[src/rtl/qdac_pkg.sv]
package qdac_pkg;
  localparam int CMD_W  = 8;
  localparam int ADDR_W = 7;

  localparam logic [ADDR_W-1:0] ADDR_ID     = 7'h01;
  localparam logic [ADDR_W-1:0] ADDR_SPICFG = 7'h03;
  localparam logic [ADDR_W-1:0] ADDR_GENCFG = 7'h04;
  localparam logic [ADDR_W-1:0] ADDR_BRDCFG = 7'h05;
  localparam logic [ADDR_W-1:0] ADDR_PWDN   = 7'h09;
  localparam logic [ADDR_W-1:0] ADDR_RANGE  = 7'h0A;
  localparam logic [ADDR_W-1:0] ADDR_TRIG   = 7'h0E;
  localparam logic [ADDR_W-1:0] ADDR_DAC0   = 7'h10;

  localparam logic [15:0] DEVICE_ID  = 16'h0A84;
  localparam logic [15:0] SPICFG_RST = 16'h0AA4;

  localparam int FSDO_BIT      = 1;
  localparam int DEVPD_BIT     = 5;
  localparam int SOFT_LDAC_BIT = 0;
endpackage

[src/rtl/qdac_sync.sv]
module qdac_sync #(
  parameter int              W       = 1,
  parameter int              STAGES  = 2,
  parameter logic [W-1:0]    RST_VAL = '0
) (
  input  logic         clk_i,
  input  logic         rst_ni,
  input  logic [W-1:0] d_i,
  output logic [W-1:0] q_o
);
  logic [W-1:0] stg_q [STAGES];

  always_ff @(posedge clk_i or negedge rst_ni) begin
    if (!rst_ni) begin
      for (int i = 0; i < STAGES; i++) stg_q[i] <= RST_VAL;
    end else begin
      stg_q[0] <= d_i;
      for (int i = 1; i < STAGES; i++) stg_q[i] <= stg_q[i-1];
    end
  end

  assign q_o = stg_q[STAGES-1];
endmodule

[src/rtl/qdac_spi_rx.sv]
module qdac_spi_rx #(
  parameter int DW = 16
) (
  input  logic            clk_i,
  input  logic            rst_ni,
  input  logic            sclk_s_i,
  input  logic            cs_n_s_i,
  input  logic            sdin_s_i,
  input  logic            fsdo_i,
  input  logic [8+DW-1:0] tx_word_i,
  output logic            frame_valid_o,
  output logic [8+DW-1:0] frame_o,
  output logic            sdo_o
);
  localparam int F  = 8 + DW;
  localparam int CW = $clog2(F + 2);
  localparam logic [CW-1:0] CNT_FULL = CW'(F);
  localparam logic [CW-1:0] CNT_OVER = CW'(F + 1);

  logic          sclk_q, cs_n_q;
  logic          sclk_fall, sclk_rise, cs_fall, cs_rise;
  logic [CW-1:0] cnt_q;
  logic [F-1:0]  rx_sh_q, tx_sh_q;
  logic          launch_pend_q;

  assign sclk_fall = sclk_q & ~sclk_s_i;
  assign sclk_rise = ~sclk_q & sclk_s_i;
  assign cs_fall   = cs_n_q & ~cs_n_s_i;
  assign cs_rise   = ~cs_n_q & cs_n_s_i;

  always_ff @(posedge clk_i or negedge rst_ni) begin
    if (!rst_ni) begin
      sclk_q        <= 1'b0;
      cs_n_q        <= 1'b1;
      cnt_q         <= '0;
      rx_sh_q       <= '0;
      tx_sh_q       <= '0;
      launch_pend_q <= 1'b0;
      frame_valid_o <= 1'b0;
    end else begin
      sclk_q        <= sclk_s_i;
      cs_n_q        <= cs_n_s_i;
      frame_valid_o <= cs_rise && (cnt_q == CNT_FULL);
      if (cs_fall) begin
        cnt_q         <= '0;
        tx_sh_q       <= tx_word_i;
        launch_pend_q <= 1'b0;
      end else if (!cs_n_s_i) begin
        if (sclk_fall) begin
          rx_sh_q <= {rx_sh_q[F-2:0], sdin_s_i};
          if (cnt_q != CNT_OVER) cnt_q <= cnt_q + 1'b1;
          if (fsdo_i) tx_sh_q <= {tx_sh_q[F-2:0], 1'b0};
          else        launch_pend_q <= 1'b1;
        end else if (sclk_rise && launch_pend_q && !fsdo_i) begin
          tx_sh_q       <= {tx_sh_q[F-2:0], 1'b0};
          launch_pend_q <= 1'b0;
        end
      end
    end
  end

  assign frame_o = rx_sh_q;
  assign sdo_o   = ~cs_n_q & tx_sh_q[F-1];

  p_cnt_cap_r1: assert property (@(posedge clk_i) disable iff (!rst_ni)
    cnt_q <= CNT_OVER);

  p_rx_hold_r3: assert property (@(posedge clk_i) disable iff (!rst_ni)
    !sclk_fall |=> $stable(rx_sh_q));

  p_valid_full_r2: assert property (@(posedge clk_i) disable iff (!rst_ni)
    frame_valid_o |-> (cs_n_q && $past(cnt_q) == CNT_FULL));
endmodule

[src/rtl/qdac_regs.sv]
module qdac_regs
  import qdac_pkg::*;
#(
  parameter int DW  = 16,
  parameter int NCH = 4
) (
  input  logic              clk_i,
  input  logic              rst_ni,
  input  logic              frame_valid_i,
  input  logic [8+DW-1:0]   frame_i,
  input  logic [NCH*DW-1:0] buf_i,
  output logic              fsdo_o,
  output logic              dev_pd_o,
  output logic              soft_trig_o,
  output logic [NCH-1:0]    sync_mode_o,
  output logic [NCH-1:0]    wr_ch_o,
  output logic [DW-1:0]     wr_data_o,
  output logic [8+DW-1:0]   tx_word_o
);
  logic              is_rd, wr_frame;
  logic [ADDR_W-1:0] addr;
  logic [DW-1:0]     data, rd_val;
  logic [DW-1:0]     spicfg_q, gencfg_q, brdcfg_q, pwdn_q, range_q;

  assign is_rd     = frame_i[8+DW-1];
  assign addr      = frame_i[8+DW-2:DW];
  assign data      = frame_i[DW-1:0];
  assign wr_frame  = frame_valid_i & ~is_rd;
  assign wr_data_o = data;

  always_ff @(posedge clk_i or negedge rst_ni) begin
    if (!rst_ni) begin
      spicfg_q    <= DW'(SPICFG_RST);
      gencfg_q    <= '0;
      brdcfg_q    <= '0;
      pwdn_q      <= '0;
      range_q     <= '0;
      soft_trig_o <= 1'b0;
      tx_word_o   <= '0;
    end else begin
      soft_trig_o <= wr_frame && (addr == ADDR_TRIG) && data[SOFT_LDAC_BIT];
      if (frame_valid_i) tx_word_o <= is_rd ? {CMD_W'(0), rd_val} : '0;
      if (wr_frame) begin
        case (addr)
          ADDR_SPICFG: spicfg_q <= data;
          ADDR_GENCFG: gencfg_q <= data;
          ADDR_BRDCFG: brdcfg_q <= data;
          ADDR_PWDN:   pwdn_q   <= data;
          ADDR_RANGE:  range_q  <= data;
          default: ;
        endcase
      end
    end
  end

  always_comb begin
    rd_val = '0;
    case (addr)
      ADDR_ID:     rd_val = DW'(DEVICE_ID);
      ADDR_SPICFG: rd_val = spicfg_q;
      ADDR_GENCFG: rd_val = gencfg_q;
      ADDR_BRDCFG: rd_val = brdcfg_q;
      ADDR_PWDN:   rd_val = pwdn_q;
      ADDR_RANGE:  rd_val = range_q;
      default: ;
    endcase
    for (int c = 0; c < NCH; c++) begin
      if (addr == ADDR_W'(ADDR_DAC0 + c)) rd_val = buf_i[c*DW +: DW];
    end
  end

  for (genvar c = 0; c < NCH; c++) begin : g_wr
    assign wr_ch_o[c] = wr_frame && (addr == ADDR_W'(ADDR_DAC0 + c));
  end

  assign sync_mode_o = gencfg_q[NCH-1:0];
  assign fsdo_o      = spicfg_q[FSDO_BIT];
  assign dev_pd_o    = spicfg_q[DEVPD_BIT];

  p_soft_self_clear_r10: assert property (@(posedge clk_i) disable iff (!rst_ni)
    soft_trig_o |=> !soft_trig_o);
endmodule

[src/rtl/qdac_channel.sv]
module qdac_channel #(
  parameter int DW = 16
) (
  input  logic          clk_i,
  input  logic          rst_ni,
  input  logic          wr_i,
  input  logic [DW-1:0] data_i,
  input  logic          sync_mode_i,
  input  logic          trig_i,
  output logic [DW-1:0] buf_o,
  output logic [DW-1:0] active_o
);
  always_ff @(posedge clk_i or negedge rst_ni) begin
    if (!rst_ni) begin
      buf_o    <= '0;
      active_o <= '0;
    end else begin
      if (wr_i) buf_o <= data_i;
      if (wr_i && !sync_mode_i) active_o <= data_i;
      else if (trig_i)          active_o <= buf_o;
    end
  end

  p_buf_write_r12: assert property (@(posedge clk_i) disable iff (!rst_ni)
    wr_i |=> buf_o == $past(data_i));

  p_async_load_r8: assert property (@(posedge clk_i) disable iff (!rst_ni)
    (wr_i && !sync_mode_i) |=> active_o == $past(data_i));

  p_sync_hold_r9: assert property (@(posedge clk_i) disable iff (!rst_ni)
    (sync_mode_i && !trig_i) |=> $stable(active_o));
endmodule

[src/rtl/quad_dac_spi_regs.sv]
module quad_dac_spi_regs
  import qdac_pkg::*;
#(
  parameter int DW          = 16,
  parameter int NCH         = 4,
  parameter int SYNC_STAGES = 2
) (
  input  logic              clk_i,
  input  logic              rst_ni,
  input  logic              sclk_i,
  input  logic              cs_ni,
  input  logic              sdin_i,
  input  logic              ldac_ni,
  output logic              sdo_o,
  output logic [NCH*DW-1:0] dac_code_o
);
  localparam int F = CMD_W + DW;

  logic [3:0]        pins_s;
  logic              sclk_s, cs_n_s, sdin_s, ldac_n_s, ldac_n_q;
  logic              frame_valid, fsdo, dev_pd, soft_trig, trig;
  logic [F-1:0]      frame, tx_word;
  logic [NCH-1:0]    sync_mode, wr_ch;
  logic [DW-1:0]     wr_data;
  logic [NCH*DW-1:0] buf_all, act_all;

  qdac_sync #(.W(4), .STAGES(SYNC_STAGES), .RST_VAL(4'b1010)) i_sync (
    .clk_i (clk_i),
    .rst_ni(rst_ni),
    .d_i   ({ldac_ni, sdin_i, cs_ni, sclk_i}),
    .q_o   (pins_s)
  );
  assign {ldac_n_s, sdin_s, cs_n_s, sclk_s} = pins_s;

  always_ff @(posedge clk_i or negedge rst_ni) begin
    if (!rst_ni) ldac_n_q <= 1'b1;
    else         ldac_n_q <= ldac_n_s;
  end
  assign trig = (ldac_n_q & ~ldac_n_s) | soft_trig;

  qdac_spi_rx #(.DW(DW)) i_rx (
    .clk_i        (clk_i),
    .rst_ni       (rst_ni),
    .sclk_s_i     (sclk_s),
    .cs_n_s_i     (cs_n_s),
    .sdin_s_i     (sdin_s),
    .fsdo_i       (fsdo),
    .tx_word_i    (tx_word),
    .frame_valid_o(frame_valid),
    .frame_o      (frame),
    .sdo_o        (sdo_o)
  );

  qdac_regs #(.DW(DW), .NCH(NCH)) i_regs (
    .clk_i        (clk_i),
    .rst_ni       (rst_ni),
    .frame_valid_i(frame_valid),
    .frame_i      (frame),
    .buf_i        (buf_all),
    .fsdo_o       (fsdo),
    .dev_pd_o     (dev_pd),
    .soft_trig_o  (soft_trig),
    .sync_mode_o  (sync_mode),
    .wr_ch_o      (wr_ch),
    .wr_data_o    (wr_data),
    .tx_word_o    (tx_word)
  );

  for (genvar c = 0; c < NCH; c++) begin : g_ch
    qdac_channel #(.DW(DW)) i_ch (
      .clk_i      (clk_i),
      .rst_ni     (rst_ni),
      .wr_i       (wr_ch[c]),
      .data_i     (wr_data),
      .sync_mode_i(sync_mode[c]),
      .trig_i     (trig),
      .buf_o      (buf_all[c*DW +: DW]),
      .active_o   (act_all[c*DW +: DW])
    );
    assign dac_code_o[c*DW +: DW] = dev_pd ? '0 : act_all[c*DW +: DW];
  end
endmodule

[config.mk]
export PLATFORM = sky130hd
export DESIGN_NAME = quad_dac_spi_regs
export DESIGN_NICKNAME = d
export VERILOG_FILES = /design/src/rtl/qdac_pkg.sv /design/src/rtl/qdac_sync.sv /design/src/rtl/qdac_spi_rx.sv /design/src/rtl/qdac_regs.sv /design/src/rtl/qdac_channel.sv /design/src/rtl/quad_dac_spi_regs.sv
export SDC_FILE = /design/constraint.sdc
export NUM_CORES = 1
export LEC_CHECK = 0
export BUFFER_PORTS_ARGS = -buffer_cell sky130_fd_sc_hd__buf_4
export CORE_UTILIZATION = 65
export DETAILED_ROUTE_END_ITERATION = 10
export PLACE_DENSITY = 0.84
export SLEW_MARGIN = 25
export SYNTH_ARGS = -nofsm -noshare
export SYNTH_HDL_FRONTEND = slang
export SYNTH_HIERARCHICAL = 1
export SYNTH_SLANG_ARGS = --single-unit
[constraint.sdc]
create_clock -name clk_i -period 4.15 [get_ports clk_i]
set_input_delay 0.415 -clock clk_i [delete_from_list [all_inputs] [get_ports clk_i]]
set_output_delay 0.415 -clock clk_i [all_outputs]
set_load 0.03 [all_outputs]
## Word level (Yosys, flattened, before mapping)

Cells that the tools add are included.

| word-level totals | value |
|---|---|
| register bits | 299 |
| latch bits | 0 |
| bits in writable memories | 0 |
| bits in read-only memories | 0 |
| word-level logic and storage cells | 123 |
| memories kept | 0 |

| cells by class | value |
|---|---|
| divide/modulo/power cells | 0 |
| order comparisons | 0 |
| mux-type cells | 32 |
| reduce and logical (&&, ||, !) cells | 34 |
| add/sub/neg operators | 1 |
| multipliers | 0 |
| equality and inequality tests | 16 |
| bitwise operators | 15 |
| shift operators | 0 |

Operator list:

| kind | count |
|---|---|
| 16-bit two-way mux | 17 |
| 24-bit two-way mux | 5 |
| 16-bit case mux with 6 select lines | 1 |
| 7-bit by 5-bit equality test with 1-bit output, second input constant | 4 |
| 7-bit by 4-bit equality test with 1-bit output, second input constant | 3 |
| 5-bit two-way mux | 4 |
| 7-bit by 3-bit equality test with 1-bit output, second input constant | 2 |
| 1-bit logical AND | 13 |
| 3-bit AND reduction | 4 |
| 2-bit nonzero test | 6 |
| 2-bit AND reduction | 5 |
| 1-bit bitwise AND | 7 |
| 7-bit by 1-bit equality test with 1-bit output, second input constant | 1 |
| 7-bit by 2-bit equality test with 1-bit output, second input constant | 1 |
| 1-bit NOT | 7 |
| 5-bit by 1-bit adder with 5-bit output, second input constant | 1 |
| 5-bit equality test, second input constant | 1 |
| 1-bit logical NOT | 5 |
| 1-bit two-way mux | 5 |
| 5-bit != test, second input constant | 1 |
| 3-bit by 2-bit != test with 1-bit output, second input constant | 1 |
| 3-bit != test, second input constant | 1 |
| 3-bit nonzero test | 1 |
| 2-bit by 1-bit != test with 1-bit output, second input constant | 1 |
| 1-bit OR | 1 |

## Depth between registers and ports, before layout

Gate-level depths: netlist of the first run.

| depth | value |
|---|---|
| depth after elaboration | 8 |
| gate-level depth with buffers | 11 |

## Cells and area by module

The synthesis of the first run kept the hierarchy.

Modules (own cells, without submodules):

| module | instances | area each (µm²) | seq. area each (µm²) | cells each |
|---|---|---|---|---|
| qdac_channel | 4 | 1485.2 | 800.8 | 87 |
| qdac_regs | 1 | 5350.1 | 2433.6 | 465 |
| qdac_spi_rx | 1 | 2805.2 | 1427.6 | 186 |
| quad_dac_spi_regs | 1 | 674.4 | 26.3 | 74 |
| qdac_sync | 1 | 235.2 | 205.2 | 12 |

## Worst setup path before layout of the first run

OpenSTA, ideal clock, no wires.

| path | value |
|---|---|
| path kind | reg-to-reg |
| from | register i_rx.rx_sh_q[18], in the netlist i_rx/frame_o[18] |
| to | register g_ch[3].i_ch.active_o[10] |
| setup slack | 1.523 ns |
| required time | 4.025 ns |
| arrival | 2.502 ns |
| stages on the path, launching flop included | 12 |
| library setup time | 0.125 ns |
| clock period less this slack | 2.627 ns |
| path through | dfrtp_1 -> buf_2 -> or4_4 -> or2_1 -> buf_2 -> buf_2 -> nor2_1 -> buf_4 -> nand2b_1 -> buf_4 -> buf_6 -> mux2_4 |

| between the ends | value |
|---|---|
| word-level cells in the longest chain between the ends | 4 |
| elaborated cells on any way between the ends | 5 |

RTL lines:

| what | line | RTL |
|---|---|---|
| start: declaration | qdac_spi_rx.sv:23 | `logic [F-1:0] rx_sh_q, tx_sh_q;` |
| start signal: assignment | qdac_spi_rx.sv:50 | `rx_sh_q <= {rx_sh_q[F-2:0], sdin_s_i};` |
| 7-bit by 5-bit equality test with 1-bit output * | qdac_regs.sv:73 | `assign wr_ch_o[c] = wr_frame && (addr == ADDR_W'(ADDR_DAC0 + c));` |
| 1-bit logical AND * | qdac_regs.sv:73 |  |
| named net wr_ch[3] | quad_dac_spi_regs.sv:23 | `logic [NCH-1:0] sync_mode, wr_ch;` |
| 1-bit logical AND * | qdac_channel.sv:19 | `if (wr_i && !sync_mode_i) active_o <= data_i;` |
| 16-bit two-way mux or 2-bit nonzero test (tied branches) | - |  |
| end signal: assignment | qdac_channel.sv:19 |  |
| end signal: assignment | qdac_channel.sv:20 | `else if (trig_i) active_o <= buf_o;` |
| end: declaration | qdac_channel.sv:11 | `output logic [DW-1:0] active_o` |

Mark *: on every way through the listed nets, which the timed path passes. The rest lies on a longest branch.
A chain may end at the register's enable or synchronous reset.

## Final worst setup path of the first run

| path | value |
|---|---|
| from | register i_rx.rx_sh_q[18], in the netlist i_rx/frame_o[18] |
| to | register g_ch[0].i_ch.active_o[12] |

| between the ends | value |
|---|---|
| word-level cells in the longest chain between the ends | 4 |
| elaborated cells on any way between the ends | 5 |

RTL lines:

| what | line |
|---|---|
| 7-bit by 5-bit equality test with 1-bit output * | qdac_regs.sv:73 |
| 1-bit logical AND * | qdac_regs.sv:73 |
| named net wr_ch[0] | quad_dac_spi_regs.sv:23 |
| 1-bit logical AND * | qdac_channel.sv:19 |
| 16-bit two-way mux or 2-bit nonzero test (tied branches) | - |
| end signal: assignment | qdac_channel.sv:19 |
| end signal: assignment | qdac_channel.sv:20 |
| end: declaration | qdac_channel.sv:11 |

Marks and branches as above.

==> results.json, run 1 <==
{
  "required_ns": 4.57,
  "vdd_drop_max_v": 0.000342,
  "io_pins": 71,
  "worst_pin_slew_ns": 1.05,
  "drc": 0,
  "die_w_um": 154,
  "clk_pin_slew_ns": 0.06,
  "synthCells": 1085,
  "ff2ff_path_depth": 6,
  "first_global_vias": 9293,
  "clk_latency_ns": 0.55,
  "die-area_sq_mm": 0.0237,
  "yosys.area.top_type": "dfrtp_1",
  "rsz0062_at_grt": "false",
  "post-cts-setup-buffers": 0,
  "synth-seq-cells": 291,
  "syn2layout_area_growth_pct": 8.53,
  "cts_tree": "built",
  "setup_tns_ns": 0,
  "finalWirelength_um": 34100,
  "setup_viol": 0,
  "htreeDepth": 1,
  "syn_avg_cell_area_sq_um": 13.8,
  "start_kind": "flop",
  "maxSlewViolCount": 0,
  "cts_sinks": 291,
  "avgViaCountPerCell": 6.40,
  "layout_common_cells": "dfrtp_1 (280), mux2_2 (214), mux2_4 (128)",
  "yosys-top-cells-area": "dfrtp_1 (47%), mux2_2 (16%), mux2_4 (13%)",
  "grt_pass1_wl_um": 53900,
  "layout-drive-gt1-share_pct": 49.6,
  "fmax_mhz": 294,
  "outcome": "complete, no violations",
  "crit_start": "i_rx/frame_o[18]$_DFFE_PN0P_",
  "synth_flop_cell": "dfrtp_1",
  "yosysTopAreaCellShare_pct": 46.7,
  "drt-pass1-iter-count": 6,
  "timing.rr.end": "g_ch[0].i_ch/active_o[12]$_DFFE_PN0P_",
  "row_count": 55,
  "nets": 1118,
  "async_flop_share_pct": 100,
  "grt_overflow_total": 0,
  "io_buffers": 70,
  "ff2ff_setup_slack_ns": 0.75,
  "drtIter0Drc": 789,
  "cts_made_buffers": 30,
  "multi_input_area_sq_mm": 0.00688,
  "yosysSeqAreaShare_pct": 48.6,
  "nFillCells": 1456,
  "place_congestion": 0.950,
  "endpoint": "g_ch[0].i_ch/active_o[12]$_DFFE_PN0P_",
  "relSlewSlack_pct": 29.7,
  "netlist_area_sq_mm": 0.0150,
  "hold_violations": 0,
  "hp-class": "reg2reg",
  "routedWlPerCell_um": 24.1,
  "power_uw": 5910,
  "cp-end-kind": "flop",
  "fin_worst_skew_ns": 0.0129,
  "grt_max_degree": 126,
  "synth_cell_type_count": 66,
  "grt_usage_pct": 29.9,
  "fp.coreArea_sq_mm": 0.0226,
  "drv_cap": 0,
  "antenna_found_initial": 1,
  "critical_path_class": "reg2reg",
  "clock_path_buffers": 3,
  "r2r_start": "i_rx/frame_o[18]$_DFFE_PN0P_",
  "regArea_sq_mm": 0.00730,
  "crit_arrival_ns": 3.82,
  "start_util_pct": 66.3,
  "power_density_mw_per_mm2": 363,
  "min_period_over_period_pct": 81.9,
  "final.min_clock_period_ns": 3.40,
  "p_leak_uw": 0.00787,
  "dp_hpwl_um": 22000,
  "synth_edf_count": 0,
  "path_max_fanout": 17,
  "vias": 9067,
  "postRouteAntennaNets": 0,
  "worstHoldPathCells": 0,
  "die_height_um": 154,
  "ys.warnings.count": 6,
  "root_buffer": "clkbuf_16",
  "mostFrequentLayoutCell": "dfrtp_1"
}
==> layout make-up <==
class / instances / area share (%)
multi-input combinational: 686 / 42.2
clock buffer: 51 / 5.90
clock inverter: 2 / 0.0615
antenna: 1 / 0.0154
timing repair buffer: 90 / 4.55
tap: 285 / 2.19
inverter: 10 / 0.230
sequential: 291 / 44.8
==> power breakdown <==
part,internal (uW),switching (uW),total (uW)
Combinational,124,125,249
Clock,1550,1060,2620
Sequential,2890,150,3040
==> registers in the layout, indices dropped and copies added, names as in the netlist, 4 cells and up <==
signal	count
i_regs/gencfg_q	16
i_rx/frame_o	24
g_ch.i_ch/buf_o	64
i_regs/range_q	16
i_regs/spicfg_q	16
g_ch.i_ch/active_o	64
i_regs/tx_word_o	16
i_regs/pwdn_q	16
i_regs/brdcfg_q	16
i_sync/stg_q	4
i_rx/tx_sh_q	24
i_rx/cnt_q	5
i_sync/q_o	4
==> cell families after synthesis <==
kind of cell	after synthesis	share of synthesized area (%)
adder cells (fa/ha/maj)	3	0.250
XOR/XNOR	1	0.0584
other	1	0.0250
multiplexers	363	30.3
buffers and inverters	115	5.89
AND/OR/NAND/NOR	188	8.75
AO/OA/AOI/OAI	123	6.15
flip-flops	291	48.6
==> worst min path at each step <==
stage,from,endpoint,slack (ns)
2_1_floorplan,rst_ni,g_ch[0].i_ch/active_o[0]$_DFFE_PN0P_,0.12
3_3_place_gp,i_sync/stg_q[4]$_DFF_PN0_,i_sync/q_o[0]$_DFF_PN0_,0.33
3_5_place_dp,i_sync/stg_q[6]$_DFF_PN0_,i_sync/q_o[2]$_DFF_PN0_,0.34
4_1_cts,i_sync/stg_q[6]$_DFF_PN0_,i_sync/q_o[2]$_DFF_PN0_,0.35
5_1_grt,i_sync/stg_q[6]$_DFF_PN0_,i_sync/q_o[2]$_DFF_PN0_,0.36
6_report,i_sync/stg_q[4]$_DFF_PN0_,i_sync/q_o[0]$_DFF_PN0_,0.35
==> synthesized netlist by cell type, drive strengths merged, types with 9 or more instances <==
cell    instances
mux2          342
dfrtp         280
buf            90
nor2b          68
nor2           30
o21ai          25
mux2i          21
a22oi          18
nand2          17
clkbuf         15
nor3           14
o211ai         12
a21oi          11
dfstp          11
a221oi         10
inv             9
nand2b          9
nor3b           9
==> routing by layer <==
metal | global-route usage (%) | wire [um] | vias up
li1 | - | - | 3961
met1 | 41.5 | 14700 | 4695
met2 | 47.1 | 16000 | 323
met3 | 4.88 | 2090 | 88
met4 | 12.0 | 1320 | 0
met5 | 0 | 0 | -
==> per-stage QoR <==
stage                     utilization [%]  instances  worst slack, ns  hold WS (ns)  cell area (sq um)
after floorplan                         -       1092             1.52         0.119              15000
after global placement               67.3       1356            0.979         0.334              15200
after detailed placement             67.3       1356            0.850         0.339              15200
after CTS                            71.8       1414            0.854         0.353              16300
after global routing                 71.9       1415            0.602         0.357              16300
final                                71.9       1416            0.752         0.350              16300
==> worst max-delay path, stage by stage, from the launching register on <==
cell and delay, ns:
dfrtp_1 0.54, nor4_2 0.61, and2_1 0.46, nor4b_2 0.32, buf_4 0.30, nand2b_1 0.54, mux2_4 0.49
==> timing repair <==
action | CTS | global route
hold buffers | 5 | 0
gates resized for setup | 0 | 0
hold endpoints to repair | 24 | 0
Power figures use the tool's default switching activity.
==> run 2, diff against run 1 <==
--- a/config.mk
+++ b/config.mk
@@ -6,9 +6,9 @@
 export NUM_CORES = 1
 export LEC_CHECK = 0
 export BUFFER_PORTS_ARGS = -buffer_cell sky130_fd_sc_hd__buf_4
-export CORE_UTILIZATION = 65
+export CORE_UTILIZATION = 62
 export DETAILED_ROUTE_END_ITERATION = 10
-export PLACE_DENSITY = 0.84
+export PLACE_DENSITY = 0.8
 export SLEW_MARGIN = 25
 export SYNTH_ARGS = -nofsm -noshare
 export SYNTH_HDL_FRONTEND = slang
==> constraint.sdc (replaced) <==
create_clock -name clk_i -period 3.37 [get_ports clk_i]
set_input_delay 0.337 -clock clk_i [delete_from_list [all_inputs] [get_ports clk_i]]
set_output_delay 0.337 -clock clk_i [all_outputs]
set_load 0.03 [all_outputs]
==> results.json, run 2 (synthesized netlist as in run 1, its figures left out) <==
{
  "grt_overflow_total": 0,
  "hp-start": "i_sync/stg_q[4]$_DFF_PN0_",
  "die_height_um": 158,
  "maxSlewViolCount": 0,
  "setup_tns_ns": 0,
  "hp-class": "reg2reg",
  "crit_slowest_cell": "nand2b_1",
  "fp.coreArea_sq_mm": 0.0236,
  "p_leak_uw": 0.00801,
  "syn2layout_area_growth_pct": 10.4,
  "power_density_mw_per_mm2": 468,
  "place_congestion": 0.908,
  "io_buffers": 70,
  "first_global_vias": 9177,
  "clock_path_buffers": 3,
  "postRouteAntennaNets": 0,
  "avgViaCountPerCell": 6.25,
  "dpl_cell_area_sq_mm": 0.0154,
  "path_max_fanout": 18,
  "rsz0062_at_grt": "false",
  "crit_start": "i_rx/frame_o[18]$_DFFE_PN0P_",
  "dp_slack_ns": 0.611,
  "clk_latency_ns": 0.56,
  "drc": 0,
  "htreeDepth": 1,
  "finalWirelength_um": 35300,
  "die-area_sq_mm": 0.0248,
  "finish.utilization_pct": 70.2,
  "drv_cap": 0,
  "vias": 9172,
  "antenna_found_initial": 0,
  "grt_max_degree": 100,
  "drtIter0Drc": 849,
  "setup_ws_ns": 0.496,
  "antenna_cells": 0,
  "max_stage_delay_ns": 0.57,
  "clock_power_share_pct": 47.7,
  "mostFrequentLayoutCell": "dfrtp_1",
  "outcome": "complete, no violations",
  "drt-pass1-iter-count": 5,
  "cts_sinks": 291,
  "clk_pin_slew_ns": 0.07,
  "dp_hpwl_um": 22800,
  "fin_worst_skew_ns": 0.0183,
  "post_cts_resized": 0,
  "required_ns": 3.81,
  "cts_tree": "built",
  "worst_pin_slew_ns": 1.05,
  "fmax_mhz": 348,
  "reg_top3": "g_ch.i_ch/active_o (64), g_ch.i_ch/buf_o (64)",
  "relSlewSlack_pct": 30.3,
  "start_util_pct": 63.5,
  "setup_viol": 0,
  "min_period_over_period_pct": 85.3,
  "grt_usage_pct": 29.3,
  "die_w_um": 158,
  "layout_common_cells": "dfrtp_1 (280), mux2_2 (214), mux2_4 (128)",
  "hold_violations": 0,
  "io_pins": 71,
  "grt_pass1_wl_um": 54400,
  "design_area_sq_mm": 0.0166,
  "r2r_start": "i_rx/frame_o[18]$_DFFE_PN0P_",
  "p_int_uw": 6020,
  "root_buffer": "clkbuf_16",
  "layout-drive-gt1-share_pct": 51.0,
  "switching_power_uw": 1740,
  "cts_made_buffers": 31,
  "critical_path_class": "reg2reg",
  "netSwitchingFraction_pct": 22.4,
  "row_count": 56,
  "pwr-share-seq_pct": 48.2,
  "crit_chain": "nor4_2, nand3_1, buf_4, nor2_1, nand2b_1, mux2_4",
  "final.min_clock_period_ns": 2.87,
  "cp-end-kind": "flop",
  "comb_power_share_pct": 4.0,
  "vdd_drop_max_v": 0.000433,
  "nets": 1132,
  "routedWlPerCell_um": 24.1,
  "crit_arrival_ns": 3.31,
  "start_kind": "flop"
}
-- run 2: cell count changes in the layout (fill, tap and decap cells not counted) --
cell,change
buf_16,-1
buf_4,+14
bufinv_16,+5
clkbuf_1,-6
clkinv_2,+3
clkinvlp_4,+1
diode_2,-1
inv_6,+2
nand2b_1,-1
nand2b_2,+1
-- run 2: worst paths after layout --
check,depth (start not counted),end,slack (ns)
max,6,g_ch[2].i_ch/active_o[14]$_DFFE_PN0P_,0.50
min in group asynchronous,2,i_regs/pwdn_q[13]$_DFFE_PN0P_,0.42
min reg2reg,0,i_sync/q_o[0]$_DFF_PN0_,0.35
max in group asynchronous,3,i_rx/frame_o[13]$_DFFE_PN0P_,2.05
min,0,i_sync/q_o[0]$_DFF_PN0_,0.35
max reg2reg,6,g_ch[2].i_ch/active_o[14]$_DFFE_PN0P_,0.50
-- run 2: cell type report --
class / instances / area (sq um)
sequential: 291 / 7300
fill: 1601 / 7040
multi-input combinational: 686 / 6880
clock buffer: 45 / 938
timing repair buffer: 103 / 818
tap: 319 / 399
clock inverter: 13 / 200
inverter: 10 / 37.5
-- run 2: timing repair --
action                    in CTS  in global routing
setup buffers                  0                  0
hold endpoints to repair      96                  0
hold buffers                   5                  0
-- run 2: metal layers --
metal  GRT usage, %  vias up  part of all wire, %
li1               -     3969                    -
met1           41.2     4763                   44
met2           46.8      362                   47
met3           4.98       78                  6.1
met4           9.02        0                  2.8
met5              0        -                    0
-- run 2: power by group through the flow --
stage               registers (uW)  clock network [uW]  logic, uW
global route                  3750                3880        341
CTS                           3740                3740        316
detailed placement            3800                   0        309
floorplan                     3680                   0        277
global placement              3800                   0        302
finish                        3740                3700        311
-- run 2: critical path: cells and delay by family, from the launching register on --
family	cells	cell delay, ns
buf+inv	1	0.25
flops	1	0.55
mux	1	0.52
simple gates	4	1.42
-- run 2: through the flow --
stage	instances	hold slack, ns	power (uW)
detailed placement	1404	0.336	4110
finish	1467	0.347	7760
floorplan	1092	0.0414	3950
CTS	1467	0.348	7800
global route	1467	0.363	7970
global placement	1404	0.337	4100
